[config.mk]
export PLATFORM = sky130hd
export DESIGN_NAME = hit_acq_mgr
export DESIGN_NICKNAME = d
export VERILOG_FILES = /design/src/rtl/hit_acq_pkg.sv /design/src/rtl/hit_acq_gray_timer.sv /design/src/rtl/hit_acq_trig_latch.sv /design/src/rtl/hit_acq_slots.sv /design/src/rtl/hit_acq_mgr.sv
export SDC_FILE = /design/constraint.sdc
export NUM_CORES = 1
export LEC_CHECK = 0
export BUFFER_PORTS_ARGS = -buffer_cell sky130_fd_sc_hd__buf_4
export CAP_MARGIN = 30
export CELL_PAD_IN_SITES_DETAIL_PLACEMENT = 0
export CELL_PAD_IN_SITES_GLOBAL_PLACEMENT = 2
export CORE_ASPECT_RATIO = 0.75
export CORE_MARGIN = 5
export CORE_UTILIZATION = 40
export CTS_CLUSTER_DIAMETER = 80
export DETAILED_ROUTE_END_ITERATION = 8
export PLACE_DENSITY_LB_ADDON = 0.1
export SLEW_MARGIN = 5
export SYNTH_ARGS = -nofsm -noshare
export SYNTH_HDL_FRONTEND = slang
export SYNTH_SLANG_ARGS = --single-unit
[constraint.sdc]
create_clock -name clk -period 7.3 [get_ports clk]
set_input_delay 1.46 -clock clk [delete_from_list [all_inputs] [get_ports clk]]
set_output_delay 1.46 -clock clk [all_outputs]
set_load 0.02 [all_outputs]
[src/rtl/hit_acq_pkg.sv]
package hit_acq_pkg;
    // What a channel's slot store does on a given edge
    typedef enum logic [1:0] {
        SLOT_IDLE,
        SLOT_PUSH,
        SLOT_POP,
        SLOT_SWAP
    } slot_op_e;
endpackage

[src/rtl/hit_acq_gray_timer.sv]
module hit_acq_gray_timer #(
    parameter int TW = 24
) (
    input  logic          clk,
    input  logic          rst_n,
    input  logic          tick,
    output logic [TW-1:0] gray
);
    typedef struct packed {
        logic [TW-1:0] bin;
        logic [TW-1:0] gray;
    } tmr_st_t;

    tmr_st_t st_d, st_q;

    always_comb begin
        st_d = st_q;
        if (tick) begin
            st_d.bin = st_q.bin + TW'(1);   // wraps from all-ones to zero
        end
        st_d.gray = st_d.bin ^ (st_d.bin >> 1);
    end

    always_ff @(posedge clk or negedge rst_n) begin
        if (!rst_n) begin
            st_q <= '0;
        end else begin
            st_q <= st_d;
        end
    end

    assign gray = st_q.gray;
endmodule

[src/rtl/hit_acq_trig_latch.sv]
module hit_acq_trig_latch #(
    parameter int NCH = 16
) (
    input  logic           clk,
    input  logic           rst_n,
    input  logic [NCH-1:0] trig_in,
    output logic [NCH-1:0] hit,
    output logic           any_trig
);
    typedef struct packed {
        logic [NCH-1:0] lat;
        logic [NCH-1:0] prev;
    } trg_st_t;

    trg_st_t st_d, st_q;

    always_comb begin
        st_d.lat  = trig_in;
        st_d.prev = st_q.lat;
    end

    always_ff @(posedge clk or negedge rst_n) begin
        if (!rst_n) begin
            st_q <= '0;
        end else begin
            st_q <= st_d;
        end
    end

    // Registered level held for the whole cycle; rising edge marks one hit
    assign hit      = st_q.lat & ~st_q.prev;
    assign any_trig = |st_q.lat;
endmodule

[src/rtl/hit_acq_slots.sv]
module hit_acq_slots
    import hit_acq_pkg::*;
#(
    parameter int DEPTH = 2,
    parameter int TW    = 24
) (
    input  logic                     clk,
    input  logic                     rst_n,
    input  logic                     hit,
    input  logic                     erase,
    input  logic [TW-1:0]            stamp,
    output logic [DEPTH-1:0]         full,
    output logic [DEPTH-1:0]         hold,
    output logic [$clog2(DEPTH)-1:0] head,
    output logic                     ovf,
    output logic [DEPTH*TW-1:0]      ts_flat
);
    localparam int PW = $clog2(DEPTH);
    localparam int CW = $clog2(DEPTH + 1);

    typedef struct packed {
        logic [DEPTH-1:0]         full;
        logic [DEPTH-1:0]         hold;
        logic [PW-1:0]            head;
        logic                     ovf;
        logic [DEPTH-1:0][TW-1:0] ts;
    } slot_st_t;

    slot_st_t  st_d, st_q;
    logic [CW-1:0] used;
    logic          do_pop;
    logic          do_push;
    logic          room;
    logic [PW:0]   wsum;
    logic [PW-1:0] wr_slot;
    logic [PW-1:0] head_nxt;
    slot_op_e      op;

    always_comb begin
        used = '0;
        for (int s = 0; s < DEPTH; s++) begin
            used = used + CW'(st_q.full[s]);
        end

        do_pop  = erase && (used != '0);
        // an erase in the same cycle makes room for the incoming hit
        room    = (used - CW'(do_pop)) < CW'(DEPTH);
        do_push = hit && room;

        unique case ({do_pop, do_push})
            2'b01:   op = SLOT_PUSH;
            2'b10:   op = SLOT_POP;
            2'b11:   op = SLOT_SWAP;
            default: op = SLOT_IDLE;
        endcase

        // tail slot from the pre-edge head and count
        wsum = (PW+1)'(st_q.head) + (PW+1)'(used);
        if (wsum >= (PW+1)'(DEPTH)) begin
            wsum = wsum - (PW+1)'(DEPTH);
        end
        wr_slot  = wsum[PW-1:0];
        head_nxt = (st_q.head == PW'(DEPTH - 1)) ? '0 : st_q.head + PW'(1);

        st_d      = st_q;
        st_d.hold = '0;

        if (op == SLOT_POP || op == SLOT_SWAP) begin
            st_d.full[st_q.head] = 1'b0;
            st_d.head            = head_nxt;
        end
        if (op == SLOT_PUSH || op == SLOT_SWAP) begin
            st_d.full[wr_slot] = 1'b1;
            st_d.hold[wr_slot] = 1'b1;
            st_d.ts[wr_slot]   = stamp;
        end
        if (hit && !room) begin
            st_d.ovf = 1'b1;
        end
    end

    always_ff @(posedge clk or negedge rst_n) begin
        if (!rst_n) begin
            st_q <= '0;
        end else begin
            st_q <= st_d;
        end
    end

    assign full    = st_q.full;
    assign hold    = st_q.hold;
    assign head    = st_q.head;
    assign ovf     = st_q.ovf;
    assign ts_flat = st_q.ts;
endmodule

[src/rtl/hit_acq_mgr.sv]
module hit_acq_mgr #(
    parameter int NCH   = 16,
    parameter int DEPTH = 2,
    parameter int TW    = 24
) (
    input  logic                      clk,
    input  logic                      rst_n,
    input  logic                      tick,
    input  logic [NCH-1:0]            trig_in,
    input  logic                      rd_req,
    input  logic [$clog2(NCH)-1:0]    rd_ch,
    input  logic                      ers_req,
    input  logic [$clog2(NCH)-1:0]    ers_ch,
    output logic [NCH*DEPTH-1:0]      slot_full,
    output logic [NCH*DEPTH-1:0]      hold,
    output logic [NCH*DEPTH*TW-1:0]   slot_ts,
    output logic [NCH-1:0]            ovf_flag,
    output logic                      rd_valid,
    output logic                      rd_ok,
    output logic [TW-1:0]             rd_ts,
    output logic                      any_trig,
    output logic [TW-1:0]             coarse_gray
);
    localparam int CHW = $clog2(NCH);
    localparam int PW  = $clog2(DEPTH);

    typedef struct packed {
        logic          valid;
        logic          ok;
        logic [TW-1:0] ts;
    } rd_st_t;

    logic [NCH-1:0]                     hit_w;
    logic [TW-1:0]                      gray_w;
    logic [NCH-1:0][DEPTH-1:0]          full_w;
    logic [NCH-1:0][DEPTH-1:0]          hold_w;
    logic [NCH-1:0][PW-1:0]             head_w;
    logic [NCH-1:0][DEPTH-1:0][TW-1:0]  ts_w;
    rd_st_t                             rd_d, rd_q;

    hit_acq_gray_timer #(.TW(TW)) i_timer (
        .clk   (clk),
        .rst_n (rst_n),
        .tick  (tick),
        .gray  (gray_w)
    );

    hit_acq_trig_latch #(.NCH(NCH)) i_trig (
        .clk      (clk),
        .rst_n    (rst_n),
        .trig_in  (trig_in),
        .hit      (hit_w),
        .any_trig (any_trig)
    );

    for (genvar c = 0; c < NCH; c++) begin : g_chan
        hit_acq_slots #(.DEPTH(DEPTH), .TW(TW)) i_slots (
            .clk     (clk),
            .rst_n   (rst_n),
            .hit     (hit_w[c]),
            .erase   (ers_req && (ers_ch == CHW'(c))),
            .stamp   (gray_w),
            .full    (full_w[c]),
            .hold    (hold_w[c]),
            .head    (head_w[c]),
            .ovf     (ovf_flag[c]),
            .ts_flat (ts_w[c])
        );
    end

    // Read port: samples the pre-edge oldest entry of the named channel
    always_comb begin
        rd_d       = rd_q;
        rd_d.valid = rd_req;
        if (rd_req) begin
            rd_d.ok = 1'b0;
            rd_d.ts = '0;
            for (int c = 0; c < NCH; c++) begin
                if (rd_ch == CHW'(c)) begin
                    rd_d.ok = |full_w[c];
                    if (|full_w[c]) begin
                        rd_d.ts = ts_w[c][head_w[c]];
                    end
                end
            end
        end
    end

    always_ff @(posedge clk or negedge rst_n) begin
        if (!rst_n) begin
            rd_q <= '0;
        end else begin
            rd_q <= rd_d;
        end
    end

    assign slot_full   = full_w;
    assign hold        = hold_w;
    assign slot_ts     = ts_w;
    assign rd_valid    = rd_q.valid;
    assign rd_ok       = rd_q.ok;
    assign rd_ts       = rd_q.ts;
    assign coarse_gray = gray_w;
endmodule

After elaboration in Yosys (flattened, before gate mapping). Index checks and enable logic that the tools add are counted.

Logic and storage cells: 905. Output and inout port bits: 899. RAM bits: 0. Input bits: 29. Memories: 0. Bits in latches: 0. Memory bits (read-only): 0. Register bits after elaboration: 970.

$add $sub $neg: 81. Bitwise logic cells: 51. $mul: 0. Reductions and logical operators: 179. Shifts and indexed selects: 0. Div/mod/pow operators: 0. Multiplexer cells: 269. Order comparisons: 96. Eq/ne operators: 126.

Operator list (number): two-way mux 24 bit (65); bitwise mux 48 bit (16); two-way mux 25 bit (28); demux 24 bit (select 1 bit) (16); equality test 2 bit (second input constant) (64); logical AND 1 bit (96); case mux 2 bit (3 select lines) (16); equality test 2 x 1 -> 1 bit (second input constant) (32); equality test 4 bit (second input constant) (16); < comparator 1 x 2 -> 1 bit (second input constant) (32); two-way mux 1 bit (64); two-way mux 4 bit (16); adder 1 x 1 -> 2 bit (16); adder 1 x 2 -> 2 bit (16); bitwise AND 2 bit (16); demux 1 bit (select 1 bit) (32); equality test 4 x 3 -> 1 bit (second input constant) (8); >= comparator 1 bit (second input constant) (32); >= comparator 2 bit (second input constant) (16); logical OR 1 bit (32); < comparator 2 bit (second input constant) (16); two-way mux 2 bit (16); NOT 2 bit (16); OR 2 bit (16); other kinds (14) (109).

Logic depth before layout (Yosys ltp). Gate-level depths: netlist (run 1).

Depth in word-level cells: 46. Gate-level depth with buffers: 10. Depth with buffers taken out: 8.

By module. From an unflattened synthesis (run 1), not the netlist that was laid out.

Cell total of the unflattened synthesis: 3424. Area total of the unflattened synthesis: 47804.6 um^2.

By module, submodules not included: hit_acq_slots at g_chan[10].i_slots ... (instances 14, seq. area each 1351.3 um^2, cells each 133, area an instance 2235.9 um^2); hit_acq_mgr (instances 1, seq. area each 650.6 um^2, cells each 1026, area an instance 8682.1 um^2); hit_acq_gray_timer (instances 1, seq. area each 1176.1 um^2, cells each 221, area an instance 2452.4 um^2); hit_acq_slots at g_chan[0].i_slots (instances 1, seq. area each 1351.3 um^2, cells each 133, area an instance 2314.7 um^2); hit_acq_slots at g_chan[9].i_slots (instances 1, seq. area each 1351.3 um^2, cells each 129, area an instance 2120.8 um^2); hit_acq_trig_latch (instances 1, seq. area each 800.8 um^2, cells each 53, area an instance 932.1 um^2).

Worst setup path before layout (run 1). Ideal clock, no wire load.

Path type: input to register. From: in ers_ch[0]. To: reg g_chan[8].i_slots.st_q, in the netlist g_chan[8].i_slots.ts_flat[10]. Data required time: 7.175 ns. Arrival: 3.525 ns. Library setup time: 0.125 ns. Stages on the path: 8. Buffers on the path: 2. Slack: 3.651 ns. Path through: or2_2 or3_1 clkbuf_1 xnor2_1 or3_1 a21oi_2 buf_4 mux2_2.

Longest elaborated chain between the ends: 10. Elaborated cells on any way between the ends: 13. Classes of those cells: add/sub (1); order compare (1); eq/ne (6); mux (1); reduce/logical (4).

Ends and longest elaborated chain: start: declaration (RTL line hit_acq_mgr.sv:13) `input logic [$clog2(NCH)-1:0] ers_ch,`; equality test 4 bit (*) (RTL line hit_acq_mgr.sv:61) `.erase (ers_req && (ers_ch == CHW'(c))),`; logical AND 1 bit (*) (RTL line hit_acq_mgr.sv:61); logical AND 1 bit (*) (RTL line hit_acq_slots.sv:45) `do_pop = erase && (used != '0);`; subtractor 2 x 1 -> 2 bit (RTL line hit_acq_slots.sv:47) `room = (used - CW'(do_pop)) < CW'(DEPTH);`; < comparator 2 bit (RTL line hit_acq_slots.sv:47); logical AND 1 bit (RTL line hit_acq_slots.sv:48) `do_push = hit && room;`; equality test 2 bit / equality test 2 x 1 -> 1 bit (equally long branches) (RTL line hit_acq_slots.sv:50) `unique case ({do_pop, do_push})`; case mux 2 bit (3 select lines) (*) (RTL line hit_acq_slots.sv:50); equality test 2 x 1 -> 1 bit / equality test 2 bit (equally long branches) (RTL line hit_acq_slots.sv:72) `if (op == SLOT_PUSH || op == SLOT_SWAP) begin`; logical OR 1 bit (*) (RTL line hit_acq_slots.sv:72); end signal: assignment (RTL line hit_acq_slots.sv:86) `st_q <= st_d;`; end: declaration (RTL line hit_acq_slots.sv:29) `slot_st_t st_d, st_q;`.

Every way passes the cells marked *; elsewhere a longest branch is shown, timed or not. A chain may end at the register's enable or synchronous reset.

Worst setup path in the final report (run 1).
From: reg i_trig.st_q, in the netlist i_trig.st_d[9]. To: out any_trig.

Longest elaborated chain between the ends: 1.

Ends and longest elaborated chain: start: declaration (RTL line hit_acq_trig_latch.sv:15) `trg_st_t st_d, st_q;`; start signal: assignment (RTL line hit_acq_trig_latch.sv:26) `st_q <= st_d;`; OR reduction 16 bit (RTL line hit_acq_trig_latch.sv:32) `assign any_trig = |st_q.lat;`; end: declaration (RTL line hit_acq_mgr.sv:21) `output logic any_trig,`.

Every way passes these cells.

==> results_dict.tcl, run 1 <==
set metrics [dict create \
    syn_area_um2 44930 \
    num_vias 32650 \
    synthSimpleGateAreaFrac_pct 4.269 \
    max_freq_ghz 0.2343 \
    ant_nets 0 \
    cts_resized 0 \
    path_buf_inv 1 \
    synth_top_family_by_area "multiplexers" \
    p_leak_nw 27.85 \
    crit_path_max_fanout 3 \
    die_w_um 397.0 \
    cpMaxStageDelayCell "nor4_1" \
    synth_ff_type "dfrtp_1" \
    critPathLaunchType "flip-flop" \
    grt-ovfl-total 0 \
    synthesis.nets 3496 \
    synthCells 3433 \
    cts_tree "built" \
    first_pass_iters 5 \
    required_ns 5.84 \
    top_layer_used "met5" \
    crit_chain "nor4_1 -> nand4_1 -> buf_4" \
    grt_use_total_pct 30.90 \
    cts_num_sinks 969 \
    crit_cells 3 \
    status "finished, final reports clean" \
    arrival_ns 2.81 \
    p_per_area_nw_per_um2 360.1 \
    synth_mux_area_share_pct 28.35 \
    critPathMaxStageDelay_ns 0.96 \
    drive_gt1_share_pct 47.67 \
    tns_ns 0 \
    path_delay_family "simple AND/OR/NAND/NOR gates" \
    ys_seq_area_share_pct 53.97 \
    stdcell_count 5832 \
    hp-class "reg -> reg" \
    cts_buffers 101 \
    holdBufCountCts 0 \
    max-vdd-ir-drop_v 0.0002975 \
    wl_met2_um 85920 \
    htreeDepth 3 \
    setup_viol 0 \
    io_buffer_count 927 \
    cts_setup_buffers 0 \
    coreArea_um2 111500 \
    start_util_pct 40.28 \
    path_class "reg -> out" \
    fill_cells 10070 \
    grt_pass1_wl_um 263200 \
    met1Wirelength_um 81930 \
    dieArea_um2 119200 \
    die_y_um 300.3 \
    rsz0062_at_grt "false" \
    avgSynthCellArea_um2 13.09 \
    hold_violations 0 \
    cp-end-kind "output port" \
    clock_latency_ns 0.69 \
    grt_max_degree 146 \
    synth.distinct_cells 56 \
    final_nets 4290 \
    period_share_pct 58.46 \
    cts_root_buf "clkbuf_16" \
    dp_cells 5631 \
    drc 0 \
    synthAdderAreaFrac_pct 0.9468 \
    wl_met3_um 14990 \
    pin_count 928 \
    drtIter0Drc 2510 \
    yosys_warnings 0 \
    skew_ns 0.02223 \
    finalMaxSlewViolations 0 \
    synthXorXnorAreaFrac_pct 1.919 \
    grt_pass1_vias 32160 \
    synth_edf_count 0 \
    antenna_found_initial 11 \
    area_growth_pct 27.20 \
    gp_congestion 0.9027 \
    min_period_ns 4.268 \
    clk_pin_slew_ns 0.06 \
    worst_pin_slew_ns 1.154 \
    async_flop_share_pct 100.0 \
    wl_per_cell_um 32.72 \
    routed_via_density 5.598 \
    cap_violations 0 \
    wl_um 190800 \
    reg2reg_depth 8 \
    hold_depth 0 \
    maxSlewHeadroom_pct 22.37 \
    rows 106 \
    clockBufferDepth 3 \
    synth-seq-cells 969 \
    dp_hpwl_um 142600 \
    synth_compound_area_share_pct 6.224 \
]
power breakdown:
group / switching, mW / leakage [nW] / internal, mW / total [mW]
registers: 1.26 / 12.6 / 6.27 / 7.53
clock network: 2.26 / 1.76 / 3.39 / 5.66
logic: 4.24 / 13.5 / 3.15 / 7.39
layout by cell type, fill, tap and decap left out, types with 48 or more instances in the layout:
master	count
mux2_2	768
o21ai_0	98
xnor2_1	53
dfrtp_1	952
o22ai_1	74
inv_1	74
mux2i_1	338
buf_4	989
clkbuf_16	104
nor2_1	59
nor3_1	48
a21oi_1	100
cells by family (layout without fill, tap and decap cells):
| kind of cell | Yosys count | after routing |
|---|---|---|
| compound gates | 430 | 430 |
| xor+xnor | 95 | 95 |
| fa+ha+maj | 34 | 34 |
| buf+inv | 405 | 1281 |
| flops | 969 | 969 |
| mux | 1154 | 1154 |
| other cells | 0 | 11 |
| simple gates | 346 | 346 |
worst reg2reg max path: stages (launching register included):
cell,delay [ns]
dfrtp_1,0.42
inv_1,0.07
ha_1,0.20
or4_1,0.94
buf_4,0.38
o22ai_1,0.14
nor4_1,0.08
a211oi_1,0.88
o32a_1,0.28
state kept, by name (all words and copies together) (netlist names):
signal,flops
i_trig.st_d,16
g_chan.i_slots.hold,32
g_chan.i_slots.ovf,16
i_trig.st_q,16
i_timer.st_q,24
g_chan.i_slots.head,16
rd_ok,1
rd_valid,1
g_chan.i_slots.ts_flat,768
i_timer.gray,23
g_chan.i_slots.full,32
rd_ts,24
Yosys cell counts, types with 6 or more instances:
cell / n / area (µm²)
dfrtp_1: 969 / 24250
mux2_2: 768 / 8648
mux2i_1: 338 / 3383
clkbuf_1: 188 / 705.7
a21oi_1: 103 / 515.5
o21ai_0: 98 / 490.5
inv_1: 74 / 277.8
o22ai_1: 74 / 462.9
nor2_1: 61 / 229.0
nor3_1: 53 / 265.3
xnor2_1: 53 / 464.2
buf_2: 51 / 255.2
buf_4: 51 / 382.9
mux2_4: 44 / 660.6
xor2_1: 38 / 332.8
nand2_1: 37 / 138.9
ha_1: 34 / 425.4
nand2b_1: 33 / 206.5
nand3b_1: 33 / 247.7
nor4_1: 31 / 193.9
or3_1: 28 / 175.2
a211oi_1: 25 / 187.7
a221o_1: 24 / 240.2
o2bb2ai_1: 24 / 210.2
o32a_1: 23 / 230.2
buf_6: 21 / 236.5
buf_1: 19 / 71.32
nor3b_1: 15 / 112.6
a21o_1: 14 / 105.1
nor2b_1: 14 / 87.58
nand3_1: 12 / 60.06
o21bai_1: 8 / 60.06
and3_1: 7 / 43.79
nand4_1: 7 / 43.79
o21a_1: 7 / 52.55
o21ai_2: 7 / 61.31
a21oi_2: 6 / 52.55
or4_1: 6 / 45.04
cell type report:
cell class                 instances  area, µm²  share of cell area (%)
sequential                       969      24270                   42.46
multi-input combinational       2059      18970                   33.20
timing repair buffer            1022       8153                   14.27
clock buffer                     146       2909                   5.090
tap                             1512       1892                   3.310
clock inverter                    39      651.9                   1.141
inverter                          74      277.8                  0.4860
antenna                           11      27.53                 0.04816
path summary, 6_finish.rpt:
path,start,end,slack [ns]
worst max-delay path,i_trig.st_d[9],any_trig,3.03
worst min-delay path,i_trig.st_d[8],i_trig.st_q[8],0.41
worst max register to register,g_chan[1].i_slots.full[1],rd_ts[3],3.84
worst min register to register,i_trig.st_d[8],i_trig.st_q[8],0.41
max in group asynchronous,rst_n,g_chan[10].i_slots.ts_flat[8],4.76
min in group asynchronous,rst_n,g_chan[11].i_slots.ts_flat[20],0.80
metrics by stage:
stage	cell area [µm²]	hold slack, ns	setup slack [ns]	power (mW)	utilization (%)
2_1_floorplan	44930	0.3670	3.651	11.45	-
3_5_place_dp	53470	0.3957	2.907	14.97	47.94
4_1_cts	57030	0.4086	3.230	20.66	51.13
5_1_grt	57140	0.4255	3.172	21.39	51.23
3_3_place_gp	52950	0.3858	2.857	14.76	47.47
6_report	57150	0.4122	3.032	20.58	51.24
layer usage:
metal  GRT usage, %  up-vias
met5              0        -
met4          11.01        2
met3          9.082      270
met2          47.17     1132
met1          41.98    17330
li1               -    13920
(Power assumes the default switching activity.)
==> inputs of run 2 (changes only) <==
CORE_UTILIZATION = 34   (was 40)
clock period = 3.46 ns   (was 7.3 ns; I/O delays follow)
==> results_dict.tcl, run 2 (synthesis gave the netlist of run 1 again) <==
set metrics [dict create \
    status "finished, final reports clean" \
    hold_violations 0 \
    worst_pin_slew_ns 0.9958 \
    io_buffer_count 927 \
    final_common_cell "buf_4" \
    met1Wirelength_um 87250 \
    gp_congestion 0.8771 \
    arrival_ns 3.93 \
    dp_slack_ns 0.008215 \
    max-vdd-ir-drop_v 0.0003726 \
    fin_ws_ns 0.1880 \
    min_period_ns 3.272 \
    p_clk_share_pct 27.8 \
    wl_um 197400 \
    required_ns 4.12 \
    p_per_area_nw_per_um2 748.1 \
    finalMaxSlewViolations 0 \
    hold_depth 1 \
    wl_met2_um 92270 \
    largest_reg_flops 768 \
    combPwrFrac_pct 35.7 \
    dp_hpwl_um 151400 \
    cts_num_sinks 969 \
    cp-end-kind "flip-flop" \
    final_nets 4378 \
    rsz0062_at_grt "false" \
    grt_use_total_pct 27.26 \
    clk_pin_slew_ns 0.06 \
    final_cell_area_um2 58330 \
    setup_viol 0 \
    intPower_mw 27.10 \
    grt_pass1_wl_um 273500 \
    grt_pass1_vias 32510 \
    skew_ns 0.02203 \
    path_class "reg -> reg" \
    layout_common_cells "buf_4 (1057), dfrtp_1 (949), mux2_2 (768), mux2i_1 (338), clkbuf_16 (109)" \
    top_layer_used "met4" \
    cts_buffers 106 \
    routed_via_density 5.254 \
    antenna_found_initial 11 \
    rows 115 \
    reg2reg_depth 10 \
    hp-class "in -> reg" \
    wl_met3_um 10250 \
    reg2reg_from "g_chan[5].i_slots.full[0]" \
    grt-ovfl-total 0 \
    reg2reg_slack_ns 0.19 \
    cp-startpoint "g_chan[5].i_slots.full[0]" \
    ant_nets 0 \
    wl_per_cell_um 31.97 \
    maxSlewHeadroom_pct 33.36 \
    fill_cells 12410 \
    p_sw_mw 16.54 \
    drtIter0Drc 2169 \
    sw_frac_of_total_pct 37.91 \
    cts_root_buf "clkbuf_16" \
    p_leak_nw 28.36 \
    max_freq_ghz 0.3056 \
    area_growth_pct 29.82 \
    coreArea_um2 131200 \
    crit_path_max_fanout 14 \
    cts_tree "built" \
    first_pass_iters 5 \
    pin_count 928 \
    drive_gt1_share_pct 49.16 \
    dieArea_um2 139600 \
    critPathLaunchType "flip-flop" \
    clock_latency_ns 0.73 \
    clockBufferDepth 3 \
    multi_input_area_um2 18980 \
    die_y_um 324.8 \
    period_share_pct 94.57 \
    dpl_cell_area_um2 54590 \
    seq_area_um2 24270 \
    die_w_um 429.8 \
    cts_resized 0 \
    num_vias 32430 \
    start_util_pct 34.24 \
    timing.hold.ws_ns 0.07195 \
    critPathCapture "rd_ts[7]" \
    cap_violations 0 \
    htreeDepth 3 \
    grt_max_degree 101 \
    rr_endpoint "rd_ts[7]" \
    seq_power_share_pct 36.5 \
    drc 0 \
    tns_ns 0 \
]
==> run 2: cell types whose count changed in the layout (fill, tap and decap cells not counted), moves of 13 or more <==
cell	previous run	this run
buf_4	989	1057
clkbuf_8	17	30
buf_12	13	46
clkbuf_1	26	12
buf_16	15	0
==> run 2: worst min path at each step <==
stage / startpoint / endpoint / slack (ns)
after CTS: trig_in[1] / i_trig.st_d[1] / 0.006
after floorplan: i_trig.st_d[10] / i_trig.st_q[10] / 0.37
after global routing: trig_in[1] / i_trig.st_d[1] / 0.02
after global placement: i_trig.st_d[0] / i_trig.st_q[0] / 0.38
final: trig_in[0] / i_trig.st_d[0] / 0.07
after detailed placement: i_trig.st_d[0] / i_trig.st_q[0] / 0.39
==> run 2: repair_timing <==
action	CTS	global route
setup endpoints to repair	0	0
setup buffers	0	0
hold buffers	1	0
hold endpoints to repair	24	0
==> run 2: layer usage <==
metal  vias to the layer above  global-route usage (%)
met5                         -                       0
met4                         0                   8.973
met3                       223                   5.279
met2                       938                   43.86
met1                     17200                   37.06
li1                      14080                       -
==> run 2: power by group through the flow <==
stage / Combinational (mW) / Sequential (mW) / Clock [mW]
2_1_floorplan: 7.45 / 16.7 / 0
3_3_place_gp: 15.6 / 16.1 / 0
3_5_place_dp: 15.7 / 16.1 / 0
4_1_cts: 15.7 / 15.9 / 12.4
5_1_grt: 16.4 / 16.2 / 12.9
6_report: 15.6 / 15.9 / 12.1
==> run 2: worst max-delay path, stage by stage (launching register included) <==
cell and delay [ns]:
dfrtp_1 0.42, inv_1 0.06, ha_1 0.22, or3_1 0.47, or2_2 0.48, buf_4 0.22
o22ai_1 0.17, nor4_1 0.08, a211oi_1 0.65, buf_4 0.25, o32a_1 0.16
==> run 2: layout make-up <==
| cell class | instances | area share, % |
|---|---|---|
| antenna | 14 | 0.06006 |
| clock buffer | 151 | 5.461 |
| clock inverter | 46 | 0.8709 |
| inverter | 74 | 0.4762 |
| multi-input combinational | 2059 | 32.53 |
| sequential | 969 | 41.61 |
| tap | 1755 | 3.764 |
| timing repair buffer | 1105 | 15.22 |
==> run 2: through the flow <==
step	power [mW]	std cells	util [%]
floorplan	24.16	3433	-
global placement	31.72	5961	41.60
detailed placement	31.81	5961	41.60
CTS	44.08	6159	44.43
global route	45.45	6163	44.43
finish	43.64	6173	44.45
